===== src/rtl/pmf_pkg.sv =====
package pmf_pkg;
  typedef enum logic [1:0] {
    ST_IDLE      = 2'd0,
    ST_FETCH_SRC = 2'd1,
    ST_FETCH_DST = 2'd2,
    ST_DONE      = 2'd3
  } pmf_state_e;

  // flag order inside a field: bit3 LT, bit2 GT, bit1 EQ, bit0 SO
  function automatic logic cr_pick(input logic [3:0] field,
                                   input logic [1:0] sel,
                                   input logic inv);
    logic b;
    case (sel)
      2'd0:    b = field[3];
      2'd1:    b = field[2];
      2'd2:    b = field[1];
      default: b = field[0];
    endcase
    return b ^ inv;
  endfunction
endpackage


===== src/rtl/pmf_ctrl.sv =====
module pmf_ctrl
  import pmf_pkg::*;
#(
  parameter int MAX_VL = 16,
  parameter int IRW    = 5,
  parameter int CRW    = 6,
  parameter int SPW    = 6,
  parameter int VLW    = $clog2(MAX_VL + 1)
) (
  input  logic           clk,
  input  logic           rst_n,
  input  logic           start,
  input  logic           use_cr,
  input  logic           twin,
  input  logic [VLW-1:0] vl,
  input  logic [SPW-1:0] src_spec,
  input  logic [1:0]     src_sel,
  input  logic           src_inv,
  input  logic [SPW-1:0] dst_spec,
  input  logic [1:0]     dst_sel,
  input  logic           dst_inv,
  input  logic [3:0]     cr_rd_data,
  output logic           int_rd_en,
  output logic [IRW-1:0] int_rd_addr,
  output logic           cr_rd_en,
  output logic [CRW-1:0] cr_rd_addr,
  output logic           accept,
  output logic [VLW-1:0] vl_eff,
  output logic           twin_eff,
  output logic           wr_int,
  output logic           wr_cr,
  output logic           wr_dst,
  output logic           all_ones,
  output logic           cr_bit,
  output logic [VLW-1:0] elem,
  output logic           fin
);
  pmf_state_e     state_q, state_d;
  logic [VLW-1:0] elem_q, vl_q;
  logic           cr_q, twin_q;
  logic [SPW-1:0] sspec_q, dspec_q;
  logic [1:0]     ssel_q, dsel_q;
  logic           sinv_q, dinv_q;
  logic [SPW-1:0] cur_spec;
  logic [1:0]     cur_sel;
  logic           cur_inv;
  logic           fetching, step_last;

  assign accept   = start && (state_q == ST_IDLE);
  assign fetching = (state_q == ST_FETCH_SRC) || (state_q == ST_FETCH_DST);
  assign wr_dst   = (state_q == ST_FETCH_DST);
  assign cur_spec = wr_dst ? dspec_q : sspec_q;
  assign cur_sel  = wr_dst ? dsel_q  : ssel_q;
  assign cur_inv  = wr_dst ? dinv_q  : sinv_q;

  assign all_ones    = (cur_spec[IRW-1:0] == '0);
  assign int_rd_addr = cur_spec[IRW-1:0];
  assign int_rd_en   = fetching && !cr_q && !all_ones;
  assign wr_int      = fetching && !cr_q;

  assign cr_rd_addr  = CRW'(cur_spec) + CRW'(elem_q);
  assign cr_rd_en    = fetching && cr_q && (vl_q != '0);
  assign wr_cr       = cr_rd_en;
  assign cr_bit      = cr_pick(cr_rd_data, cur_sel, cur_inv);

  assign step_last = !cr_q || (vl_q == '0) || (elem_q == vl_q - 1'b1);
  assign elem      = elem_q;
  assign vl_eff    = vl_q;
  assign twin_eff  = twin_q;
  assign fin       = (state_q == ST_DONE);

  always_comb begin
    state_d = state_q;
    case (state_q)
      ST_IDLE:      if (start) state_d = ST_FETCH_SRC;
      ST_FETCH_SRC: if (step_last) state_d = twin_q ? ST_FETCH_DST : ST_DONE;
      ST_FETCH_DST: if (step_last) state_d = ST_DONE;
      default:      state_d = ST_IDLE;
    endcase
  end

  always_ff @(posedge clk) begin
    if (!rst_n) begin
      state_q <= ST_IDLE;
      elem_q  <= '0;
      vl_q    <= '0;
      cr_q    <= 1'b0;
      twin_q  <= 1'b0;
      sspec_q <= '0;
      dspec_q <= '0;
      ssel_q  <= '0;
      dsel_q  <= '0;
      sinv_q  <= 1'b0;
      dinv_q  <= 1'b0;
    end else begin
      state_q <= state_d;
      if (accept) begin
        elem_q  <= '0;
        vl_q    <= (vl > VLW'(MAX_VL)) ? VLW'(MAX_VL) : vl;
        cr_q    <= use_cr;
        twin_q  <= twin;
        sspec_q <= src_spec;
        dspec_q <= dst_spec;
        ssel_q  <= src_sel;
        dsel_q  <= dst_sel;
        sinv_q  <= src_inv;
        dinv_q  <= dst_inv;
      end else if (fetching) begin
        elem_q <= step_last ? '0 : elem_q + 1'b1;
      end
    end
  end

  AST_ONE_PORT: assert property (@(posedge clk) disable iff (!rst_n)
    !(int_rd_en && cr_rd_en));
  AST_NO_ZERO_READ: assert property (@(posedge clk) disable iff (!rst_n)
    int_rd_en |-> (int_rd_addr != '0));
  AST_CR_STEP: assert property (@(posedge clk) disable iff (!rst_n)
    (cr_rd_en && $past(cr_rd_en) && (wr_dst == $past(wr_dst)))
      |-> (cr_rd_addr == $past(cr_rd_addr) + 1'b1));
  AST_DONE_PULSE: assert property (@(posedge clk) disable iff (!rst_n)
    fin |=> !fin);
endmodule


===== src/rtl/pmf_assemble.sv =====
module pmf_assemble #(
  parameter int MAX_VL = 16,
  parameter int VLW    = $clog2(MAX_VL + 1)
) (
  input  logic              clk,
  input  logic              rst_n,
  input  logic              accept,
  input  logic [VLW-1:0]    vl_eff,
  input  logic              twin_eff,
  input  logic              fin,
  input  logic              wr_int,
  input  logic              wr_cr,
  input  logic              wr_dst,
  input  logic              all_ones,
  input  logic [MAX_VL-1:0] int_word,
  input  logic              cr_bit,
  input  logic [VLW-1:0]    elem,
  output logic [MAX_VL-1:0] src_mask,
  output logic [MAX_VL-1:0] dst_mask
);
  function automatic logic [MAX_VL-1:0] vl_mask(input logic [VLW-1:0] n);
    logic [MAX_VL-1:0] m;
    for (int i = 0; i < MAX_VL; i++) m[i] = (i < int'(n));
    return m;
  endfunction

  logic [MAX_VL-1:0] src_q, dst_q, int_val, cr_src, cr_dst;

  assign int_val = (all_ones ? {MAX_VL{1'b1}} : int_word) & vl_mask(vl_eff);
  assign cr_src  = src_q | ((MAX_VL'(cr_bit) << elem) & vl_mask(vl_eff));
  assign cr_dst  = dst_q | ((MAX_VL'(cr_bit) << elem) & vl_mask(vl_eff));

  always_ff @(posedge clk) begin
    if (!rst_n) begin
      src_q <= '0;
      dst_q <= '0;
    end else if (accept) begin
      src_q <= '0;
      dst_q <= '0;
    end else if (wr_int) begin
      if (wr_dst) dst_q <= int_val;
      else begin
        src_q <= int_val;
        if (!twin_eff) dst_q <= int_val;
      end
    end else if (wr_cr) begin
      if (wr_dst) dst_q <= cr_dst;
      else begin
        src_q <= cr_src;
        if (!twin_eff) dst_q <= cr_src;
      end
    end
  end

  assign src_mask = src_q;
  assign dst_mask = dst_q;

  AST_ABOVE_VL: assert property (@(posedge clk) disable iff (!rst_n)
    fin |-> (((src_q | dst_q) & ~vl_mask(vl_eff)) == '0));
  AST_SINGLE_COPY: assert property (@(posedge clk) disable iff (!rst_n)
    (fin && !twin_eff) |-> (dst_q == src_q));
endmodule


===== src/rtl/pred_mask_fetch.sv =====
module pred_mask_fetch #(
  parameter int MAX_VL = 16,
  parameter int XLEN   = 64,
  parameter int IRW    = 5,
  parameter int CRW    = 6,
  parameter int SPW    = (IRW > CRW) ? IRW : CRW,
  parameter int VLW    = $clog2(MAX_VL + 1)
) (
  input  logic              clk,
  input  logic              rst_n,
  input  logic              start,
  input  logic              use_cr,
  input  logic              twin,
  input  logic [VLW-1:0]    vl,
  input  logic [SPW-1:0]    src_spec,
  input  logic [1:0]        src_sel,
  input  logic              src_inv,
  input  logic [SPW-1:0]    dst_spec,
  input  logic [1:0]        dst_sel,
  input  logic              dst_inv,
  output logic              int_rd_en,
  output logic [IRW-1:0]    int_rd_addr,
  input  logic [XLEN-1:0]   int_rd_data,
  output logic              cr_rd_en,
  output logic [CRW-1:0]    cr_rd_addr,
  input  logic [3:0]        cr_rd_data,
  output logic [MAX_VL-1:0] src_mask,
  output logic [MAX_VL-1:0] dst_mask,
  output logic              done
);
  logic           accept, twin_eff, wr_int, wr_cr, wr_dst, all_ones, cr_bit, fin;
  logic [VLW-1:0] vl_eff, elem;

  pmf_ctrl #(.MAX_VL(MAX_VL), .IRW(IRW), .CRW(CRW), .SPW(SPW), .VLW(VLW)) ctrl_i (
    .clk(clk), .rst_n(rst_n), .start(start), .use_cr(use_cr), .twin(twin), .vl(vl),
    .src_spec(src_spec), .src_sel(src_sel), .src_inv(src_inv),
    .dst_spec(dst_spec), .dst_sel(dst_sel), .dst_inv(dst_inv),
    .cr_rd_data(cr_rd_data), .int_rd_en(int_rd_en), .int_rd_addr(int_rd_addr),
    .cr_rd_en(cr_rd_en), .cr_rd_addr(cr_rd_addr), .accept(accept), .vl_eff(vl_eff),
    .twin_eff(twin_eff), .wr_int(wr_int), .wr_cr(wr_cr), .wr_dst(wr_dst),
    .all_ones(all_ones), .cr_bit(cr_bit), .elem(elem), .fin(fin)
  );

  pmf_assemble #(.MAX_VL(MAX_VL), .VLW(VLW)) asm_i (
    .clk(clk), .rst_n(rst_n), .accept(accept), .vl_eff(vl_eff), .twin_eff(twin_eff),
    .fin(fin), .wr_int(wr_int), .wr_cr(wr_cr), .wr_dst(wr_dst), .all_ones(all_ones),
    .int_word(int_rd_data[MAX_VL-1:0]), .cr_bit(cr_bit), .elem(elem),
    .src_mask(src_mask), .dst_mask(dst_mask)
  );

  assign done = fin;
endmodule


===== config.mk =====
export PLATFORM = sky130hd
export DESIGN_NAME = pred_mask_fetch
export DESIGN_NICKNAME = d
export VERILOG_FILES = /design/src/rtl/pmf_pkg.sv /design/src/rtl/pmf_ctrl.sv /design/src/rtl/pmf_assemble.sv /design/src/rtl/pred_mask_fetch.sv
export SDC_FILE = /design/constraint.sdc
export NUM_CORES = 1
export LEC_CHECK = 0
export BUFFER_PORTS_ARGS = -buffer_cell sky130_fd_sc_hd__buf_2
export CAP_MARGIN = 20
export CORE_UTILIZATION = 34
export CTS_CLUSTER_DIAMETER = 100
export DETAILED_ROUTE_END_ITERATION = 8
export PLACE_DENSITY = 0.62
export SKIP_LAST_GASP = 1
export SYNTH_ARGS = -nofsm -noshare
export SYNTH_HDL_FRONTEND = slang
export SYNTH_SLANG_ARGS = --single-unit
export TNS_END_PERCENT = 1

===== constraint.sdc =====
create_clock -name clk -period 3.6 [get_ports clk]
set_input_delay 1.08 -clock clk [delete_from_list [all_inputs] [get_ports clk]]
set_output_delay 1.08 -clock clk [all_outputs]
set_load 0.02 [all_outputs]

==> flow_summary.json, run 1 <==
{
  "syn_inst": 475,
  "synthFlopType": "dfxtp_1",
  "power.total_mw": 3.979,
  "final_common_cell": "buf_2",
  "drc_errors": 0,
  "critPathMaxStageDelay_ps": 360,
  "grt.total_usage_pct": 20.73,
  "synth_edf_count": 0,
  "rsz0062_at_grt": "yes",
  "setup_viol": 0,
  "min_path_cells": 2,
  "synth.distinct_cells": 60,
  "synth_top_area_cell": "dfxtp_1",
  "cp_max_fo": 6,
  "r2r-end": "asm_i.dst_mask[15]",
  "vias": 4074,
  "fillers": 1174,
  "crit_top_cell": "a21oi_2",
  "die-area_sq_um": 12200,
  "finClkSkew_ps": 7.199,
  "cts_buffers": 9,
  "place.port_buffers": 93,
  "worstSetupPathType": "flop to primary output",
  "worstPathArrival_ps": 2470,
  "setup_ws_ps": 53.91,
  "cts_tree": "done",
  "dr.pass1.iters": 5,
  "reg2reg_slack_ps": 800,
  "endpoint_kind": "primary output",
  "clk_latency_ps": 340,
  "pre_cts_ws_ps": 199.7,
  "power.leakage_nw": 2.135,
  "htreeDepth": 3,
  "clock-sinks": 64,
  "grt_overflow": 0,
  "cp_cell_sequence": "inv_4 -> ha_4 -> mux2_4 -> ha_2 -> a21o_1 -> a21oi_2 -> o21bai_2 -> a21oi_2 -> xor2_2 -> buf_6",
  "holdPathEnd": "asm_i.src_mask[14]",
  "antenna_found_initial": 0,
  "fin_crit_ps": 3546,
  "slowest_stage": "dfxtp_4",
  "reg2regPathDepth": 10,
  "synth_seq_cells": 64,
  "rr_startpoint": "ctrl_i.state_q[0]",
  "finalHoldViolations": 0,
  "cts_buffer_depth": 2,
  "slew_headroom_pct": 40.60,
  "post_drt_wl_per_cell_um": 17.29,
  "num_rows": 39,
  "core_sq_um": 11420,
  "dieHeight_um": 110.5,
  "max_cap_viol_count": 0,
  "drive_gt1_share_pct": 31.00,
  "viasPerCell": 5.706,
  "clk_pin_slew_worst_paths_ps": 50,
  "post-dp-hpwl_mm": 8.867,
  "tns_ps": 0,
  "max_freq_mhz": 282.0,
  "grt_max_degree": 36,
  "min-delay-start": "asm_i.src_mask[14]",
  "synthTopCellsByArea": "dfxtp_1 32%, a21oi_1 5.5%, a22o_1 4.8%",
  "dieWidth_um": 110.5,
  "nets": 677,
  "start_util_pct": 35.02,
  "synth_top_area_share_pct": 32.04,
  "insertedDiodeCount": 0,
  "ant_nets": 0,
  "ys_warn_count": 0,
  "postSynth.asyncResetShare_pct": 0,
  "worst_setup_path_start_kind": "flop",
  "gp_congestion": 0.8589,
  "mostFrequentLayoutCells": "91 x buf_2, 62 x dfxtp_1, 41 x a21oi_1, 36 x nor2_1, 28 x nand2_1",
  "vdd_drop_max_v": 0.0003244,
  "grt_pass1_wl_mm": 20.39,
  "netlist_area_sq_um": 3999,
  "first_iter_violations": 281,
  "period_share_pct": 98.50,
  "outcome": "finished clean",
  "power_density_nw_per_um2": 792.5,
  "syn_to_final_growth_pct": 25.56,
  "clk_root_buffer_cell": "clkbuf_16",
  "final_max_slew_viol_count": 0,
  "critPathBufInv": 2,
  "worst_pin_slew_ps": 890.0,
  "synth_area_per_cell_sq_um": 8.419,
  "synth_sequential_area_ratio_pct": 32.04,
  "crit_family": "compound AO/OA/AOI/OAI gates",
  "wl_mm": 12.35,
  "hold_buffers": 0,
  "grt_pass1_vias": 4043,
  "io-pin-count": 142,
  "required_ps": 2520,
  "synth_fp_nets": 585,
  "hp-class": "flop to flop"
}
## synthesized netlist by cell type (5+ instances only)
library cell and n:
a21o_1 5, a21oi_1 44, a22o_1 22, a31oi_1 13, and2_1 6, buf_2 11, buf_6 8, clkbuf_1 11
dfxtp_1 64, ha_1 13, inv_1 23, mux2_2 7, nand2_1 28, nand2b_1 6, nand3_1 13, nand4_1 8
nor2_1 36, nor2b_1 11, nor3_1 13, nor3_4 7, o21ai_0 19, o221ai_1 22, o22ai_1 5, or3_1 5
xnor2_1 6
## cell families (layout without fill, tap and decap cells)
| family | count (synthesis) | in the layout | share of synthesized area, % |
|---|---|---|---|
| mux | 11 | 11 | 2.973 |
| fa+ha+maj | 14 | 14 | 4.568 |
| simple gates | 154 | 154 | 22.03 |
| buf+inv | 57 | 153 | 7.384 |
| flops | 64 | 64 | 32.04 |
| compound gates | 165 | 165 | 28.82 |
| xor+xnor | 10 | 10 | 2.190 |
## timing repair
action,4_1_cts,5_1_grt
pin swaps,3,5
endpoints found under the setup margin,2,2
endpoints found under the hold margin,0,0
gates resized for setup,4,9
setup buffers,4,4
## worst max path at each step
stage	from	slack [ps]	end	cells after the start
2_1_floorplan	ctrl_i.state_q[0]	10	cr_rd_addr[5]	13
4_1_cts	ctrl_i.state_q[0]	-5	cr_rd_addr[5]	11
5_1_grt	ctrl_i.state_q[0]	-30	cr_rd_addr[5]	11
3_5_place_dp	ctrl_i.state_q[0]	200	cr_rd_addr[5]	11
3_3_place_gp	ctrl_i.state_q[0]	220	cr_rd_addr[4]	11
6_report	ctrl_i.state_q[0]	50	cr_rd_addr[5]	10
## power breakdown
group | total, mW | switching (mW) | leakage (nW) | internal (mW)
combinational | 2.08 | 1.35 | 1.46 | 0.730
clock | 0.896 | 0.310 | 0.154 | 0.586
sequential | 1.00 | 0.141 | 0.522 | 0.859
## routing by layer
metal / global-route usage (%) / share of wire [%] / vias to the layer above
li1: - / - / 1957
met1: 27.38 / 45 / 1922
met2: 32.30 / 46 / 166
met3: 4.665 / 6.6 / 29
met4: 9.067 / 2.6 / 0
met5: 0 / 0 / -
## through the flow
step | cells | hold slack (ps) | cell area (sq um) | util, %
2_1_floorplan | 475 | 448.6 | 4068 | -
3_3_place_gp | 691 | 463.5 | 4588 | 40.18
3_5_place_dp | 691 | 464.4 | 4588 | 40.18
4_1_cts | 710 | 481.6 | 4935 | 43.22
5_1_grt | 714 | 515.1 | 5021 | 43.97
6_report | 714 | 476.4 | 5021 | 43.97
## state kept, by name, summed over array words and instances, names as in the netlist
register / cells
asm_i.dst_mask: 16
ctrl_i.dinv_q: 1
ctrl_i.twin_eff: 1
ctrl_i.state_q: 2
ctrl_i.sinv_q: 1
ctrl_i.sspec_q: 6
asm_i.src_mask: 16
ctrl_i.dspec_q: 6
ctrl_i.cr_q: 1
ctrl_i.elem: 5
ctrl_i.ssel_q: 2
ctrl_i.vl_eff: 5
ctrl_i.dsel_q: 2
## tightest hold or removal path: stages, from the launching register on
cell,delay (ps)
dfxtp_1,320
inv_1,50
a21oi_1,50
## cell type report
cell class,count,area (sq um),share of cell area [%]
Multi-Input combinational cell,354,2521,50.21
Sequential cell,64,1286,25.62
Timing Repair Buffer,115,639.4,12.73
Clock buffer,12,266.5,5.308
Tap cell,143,178.9,3.563
Inverter,23,88.84,1.769
Clock inverter,3,40.04,0.7974
Note: power is estimated with default switching activity, not from simulation.
==> run 2: changes to the inputs <==
ABC_AREA = 1   (was not set)
GPL_TIMING_DRIVEN = 0   (was not set)
SLEW_MARGIN = 20   (was not set)
==> flow_summary.json, run 2 <==
{
  "slowest_stage": "dfxtp_4",
  "ys_warn_count": 0,
  "gp_congestion": 0.9439,
  "first_iter_violations": 427,
  "start_util_pct": 34.88,
  "max_cap_viol_count": 0,
  "synthFlopType": "dfxtp_1",
  "io-pin-count": 142,
  "die-area_sq_um": 12150,
  "htreeDepth": 3,
  "grt_pass1_wl_mm": 20.54,
  "clk_latency_ps": 330,
  "synthTopCellsByArea": "dfxtp_1 32%, nand2_1 14%, o21ai_0 10%",
  "mostFrequentLayoutCells": "149 x nand2_1, 98 x buf_2, 82 x o21ai_0, 81 x nor2_1, 69 x inv_1",
  "final_common_cell": "nand2_1",
  "p_int_mw": 2.368,
  "place.port_buffers": 93,
  "worst_setup_path_start_kind": "flop",
  "ant_nets": 0,
  "setup_ws_ps": 6.519,
  "worst_pin_slew_ps": 595.7,
  "syn_to_final_growth_pct": 26.20,
  "dieWidth_um": 110.2,
  "power.total_mw": 4.574,
  "clk_root_buffer_cell": "clkbuf_16",
  "finalHoldViolations": 0,
  "vias": 4352,
  "dieHeight_um": 110.2,
  "nets": 834,
  "seqCellArea_sq_um": 1286,
  "core_sq_um": 11420,
  "setup_viol": 0,
  "critPathMaxStageDelay_ps": 340,
  "outcome": "finished clean",
  "netlist_area_sq_um": 3983,
  "synth_sequential_area_ratio_pct": 32.17,
  "grt_overflow": 0,
  "cp_cell_sequence": "inv_2 -> ha_2 -> buf_6 -> nand2_1 -> o21a_4 -> ha_1 -> nand3_1 -> and2_4 -> inv_1 -> a21oi_1 -> nor2_1 -> nor2_1 -> xnor2_1 -> buf_4",
  "grt_max_degree": 14,
  "pre_cts_ws_ps": 100.9,
  "fillers": 1222,
  "drive_gt1_share_pct": 21.87,
  "finClkSkew_ps": 5.217,
  "rsz0062_at_grt": "yes",
  "crit_top_cell": "nor2_1",
  "synth_edf_count": 0,
  "viasPerCell": 5.002,
  "max_freq_mhz": 278.3,
  "slew_headroom_pct": 60.29,
  "period_share_pct": 99.82,
  "timing.hold.ws_ps": 474.1,
  "wl_mm": 12.84,
  "post-dp-hpwl_mm": 9.769,
  "endpoint_kind": "primary output",
  "power_frac_seq_pct": 23.1,
  "synth_top_area_cell": "dfxtp_1",
  "insertedDiodeCount": 0,
  "clk_pin_slew_worst_paths_ps": 50,
  "hold_buffers": 0,
  "final_max_slew_viol_count": 0,
  "grt_pass1_vias": 4183,
  "clock-sinks": 64,
  "synth_area_per_cell_sq_um": 6.486,
  "multi_input_area_sq_um": 2326,
  "cts_tree": "done",
  "grt.total_usage_pct": 22.20,
  "fin_crit_ps": 3593,
  "power.share.clock_pct": 19.1,
  "postSynth.asyncResetShare_pct": 0,
  "required_ps": 2520,
  "synth_seq_cells": 64,
  "worstPathArrival_ps": 2510,
  "synth.distinct_cells": 38,
  "synth_top_area_share_pct": 32.17,
  "cts_buffers": 9,
  "antenna_found_initial": 0,
  "cts_buffer_depth": 2,
  "synth_fp_nets": 724,
  "vdd_drop_max_v": 0.0003624,
  "drc_errors": 0,
  "switching_share_pct": 48.22,
  "p_sw_mw": 2.205,
  "power_density_nw_per_um2": 910.0,
  "power.share.combinational_pct": 57.7,
  "worstSetupPathType": "flop to primary output",
  "power.leakage_nw": 2.471,
  "synth_common_cells": "149 x nand2_1, 82 x o21ai_0, 81 x nor2_1",
  "post_drt_wl_per_cell_um": 14.76,
  "dr.pass1.iters": 5,
  "hp-class": "flop to flop",
  "syn_inst": 614,
  "num_rows": 39,
  "cp_max_fo": 7,
  "post-synth-top-count-cell": "nand2_1"
}
## run 2: through the flow
| stage | utilization [%] | setup TNS (ps) | cell area [sq um] | cells |
|---|---|---|---|---|
| finish | 44.02 | 0 | 5026 | 870 |
| global route | 44.02 | -307.6 | 5026 | 870 |
| CTS | 43.66 | 0 | 4985 | 866 |
| detailed placement | 40.55 | 0 | 4631 | 850 |
| global placement | 40.55 | 0 | 4631 | 850 |
| floorplan | - | 0 | 3986 | 614 |
## run 2: critical path: cells and delay by family (launching register included)
family	cells	cell delay (ps)
XOR/XNOR	1	140
AND/OR/NAND/NOR	5	530
buffers and inverters	4	420
adder cells (fa/ha/maj)	2	490
flip-flops	1	340
AO/OA/AOI/OAI	2	280
## run 2: path summary, 6_finish.rpt
check	from	to	slack [ps]	cells after the start
max	ctrl_i.state_q[0]	cr_rd_addr[5]	7	14
min	ctrl_i.dinv_q	ctrl_i.dinv_q	470	2
min reg2reg	ctrl_i.dinv_q	ctrl_i.dinv_q	470	2
max reg2reg	ctrl_i.state_q[0]	asm_i.src_mask[9]	1250	14
## run 2: kinds of logic after synthesis
group                    Yosys count  synth area share (%)
XOR/XNOR                          11                 2.419
flip-flops                        64                 32.17
adder cells (fa/ha/maj)           14                 4.587
buffers and inverters             98                 10.52
AND/OR/NAND/NOR                  279                 29.91
AO/OA/AOI/OAI                    148                 20.39
## run 2: power by group through the flow
stage	registers, mW	logic [mW]	clock network, mW
floorplan	1.21	1.63	0
CTS	1.05	2.58	0.892
detailed placement	1.07	2.52	0
finish	1.06	2.64	0.876
global placement	1.06	2.49	0
global route	1.08	2.94	0.922
## run 2: metal layers
layer	track usage (%)	vias up	share of wire [%]
met5	0	-	0
met3	4.056	13	5.9
met2	37.01	143	47
met1	29.05	1995	46
li1	-	2201	-
met4	6.861	0	1.3
## run 2: area by class of cell
cell class / count / share of cell area (%)
Multi-Input combinational cell: 452 / 46.28
Clock inverter: 3 / 0.8464
Buffer: 23 / 2.689
Timing Repair Buffer: 100 / 10.36
Tap cell: 143 / 3.560
Inverter: 74 / 5.651
Clock buffer: 11 / 5.029
Sequential cell: 64 / 25.59
## run 2: timing repair
action | CTS | global route
endpoints found under the setup margin | 3 | 3
resized for setup | 11 | 2
cloned | 0 | 0
pin swaps | 3 | 0
setup buffers | 3 | 4
==> run 3: changes to the inputs <==
clock period = 3.2 ns   (was 3.6 ns; I/O delays follow)
==> flow_summary.json, run 3 (synthesis gave the netlist of run 2 again) <==
{
  "power_frac_seq_pct": 22.2,
  "power.leakage_nw": 2.531,
  "worst_setup_path_start_kind": "flop",
  "tns_ps": -33.14,
  "dpl.cell_count": 850,
  "clk_latency_ps": 330,
  "dr.pass1.iters": 5,
  "max_cap_viol_count": 0,
  "critPathMaxStageDelay_ps": 350,
  "die-area_sq_um": 12150,
  "htreeDepth": 3,
  "final_common_cell": "nand2_1",
  "outcome": "finished with violations",
  "slowest_stage": "dfxtp_4",
  "period_share_pct": 100.6,
  "cts_buffer_depth": 2,
  "wl_mm": 13.53,
  "viasPerCell": 5.063,
  "slew_headroom_pct": 57.61,
  "cp_cell_sequence": "inv_4 -> ha_4 -> nand2_4 -> o21ai_4 -> ha_2 -> inv_1 -> fa_2 -> nor2_2 -> a211oi_2 -> xor2_1 -> buf_4",
  "place.port_buffers": 93,
  "setup_ws_ps": -17.85,
  "finalHoldViolations": 0,
  "seqCellArea_sq_um": 1289,
  "io-pin-count": 142,
  "power_density_nw_per_um2": 1047,
  "start_util_pct": 34.88,
  "mostFrequentLayoutCells": "146 x nand2_1, 97 x buf_2, 81 x o21ai_0, 79 x nor2_1, 68 x inv_1",
  "dieHeight_um": 110.2,
  "multi_input_area_sq_um": 2409,
  "vias": 4430,
  "required_ps": 2240,
  "wl_met1_mm": 6.004,
  "num_rows": 39,
  "switching_share_pct": 47.71,
  "reg2regPathDepth": 12,
  "clk_pin_slew_worst_paths_ps": 60,
  "insertedDiodeCount": 0,
  "min-delay-start": "ctrl_i.dspec_q[5]",
  "hold_buffers": 0,
  "violations": "setup timing",
  "post-dp-hpwl_mm": 9.894,
  "vdd_drop_max_v": 0.0004211,
  "min_path_cells": 1,
  "finClkSkew_ps": 7.884,
  "power.share.combinational_pct": 57.1,
  "gp_congestion": 0.9035,
  "cts_tree": "done",
  "clk_root_buffer_cell": "clkbuf_16",
  "cts_buffers": 9,
  "grt.total_usage_pct": 23.38,
  "core_sq_um": 11420,
  "first_iter_violations": 287,
  "post-route-util_pct": 45.33,
  "worstPathArrival_ps": 2260,
  "pre_cts_ws_ps": -144.2,
  "drive_gt1_share_pct": 24.32,
  "timing.hold.ws_ps": 475.7,
  "reg2reg_slack_ps": 700,
  "top_layer": "met4",
  "fillers": 1204,
  "p_sw_mw": 2.585,
  "rr_startpoint": "ctrl_i.state_q[0]",
  "ant_nets": 0,
  "hp-class": "flop to flop",
  "clock-sinks": 64,
  "dieWidth_um": 110.2,
  "grt_pass1_wl_mm": 21.55,
  "setup_viol": 2,
  "stdcell_count": 875,
  "grt_max_degree": 13,
  "routed-wl-met3_um": 758,
  "antenna_found_initial": 0,
  "fin_crit_ps": 3218,
  "drc_errors": 0,
  "nets": 837,
  "met2_length_mm": 6.507,
  "holdPathEnd": "ctrl_i.dspec_q[5]",
  "syn_to_final_growth_pct": 29.97,
  "cp_max_fo": 8,
  "post_drt_wl_per_cell_um": 15.46,
  "rsz0062_at_grt": "yes",
  "p_int_mw": 2.833,
  "final_max_slew_viol_count": 0,
  "worst_pin_slew_ps": 635.8,
  "grt_overflow": 0,
  "grt_pass1_vias": 4251,
  "r2r-end": "asm_i.src_mask[10]",
  "power.share.clock_pct": 20.7,
  "worstSetupPathType": "flop to primary output",
  "max_freq_mhz": 310.8,
  "endpoint_kind": "primary output"
}
-- run 3: layout make-up --
cell class                 instances  area share [%]
multi-input combinational        452           46.53
sequential                        64           24.90
timing repair buffer             104           10.68
inverter                          74           5.535
clock buffer                      10           4.424
tap                              143           3.457
buffer                            22           2.393
clock inverter                     6           2.079
-- run 3: repair_timing --
action,in CTS,in global routing
endpoints found under the hold margin,0,0
buffers inserted,9,2
pin swaps,8,10
resized for setup,19,14
setup endpoints to repair,6,4
-- run 3: how the worst max path moves through the flow --
stage | startpoint | to
after floorplan | ctrl_i.state_q[0] | cr_rd_addr[5]
after global placement | ctrl_i.state_q[0] | cr_rd_addr[5]
after detailed placement | ctrl_i.state_q[0] | cr_rd_addr[5]
after CTS | ctrl_i.state_q[0] | cr_rd_addr[5]
after global routing | ctrl_i.state_q[0] | cr_rd_addr[5]
final | ctrl_i.state_q[0] | cr_rd_addr[4]
-- run 3: metal layers --
layer / vias up / track usage (%)
li1: 2204 / -
met1: 2072 / 30.38
met2: 133 / 39.11
met3: 21 / 3.704
met4: 0 / 8.459
met5: - / 0
-- run 3: stage by stage --
step | power, mW | instance area [sq um]
final | 5.418 | 5176
after global routing | 5.837 | 5176
after detailed placement | 4.056 | 4643
after CTS | 5.354 | 5112
after global placement | 3.987 | 4643
after floorplan | 3.200 | 3999
-- run 3: power groups by stage --
stage                     Combinational [mW]  Clock, mW  Sequential [mW]
after floorplan                         1.84          0             1.36
after global placement                  2.80          0             1.19
after detailed placement                2.85          0             1.20
after CTS                               3.03       1.13             1.19
after global routing                    3.43       1.17             1.24
final                                   3.09       1.12             1.20
-- run 3: worst max-delay path, delay by kind of cell (launching register included) --
kind            cells  cell delay (ps)
fa+ha+maj           3              820
flops               1              350
simple gates        2              190
buf+inv             3              280
compound gates      2              140
xor+xnor            1              140
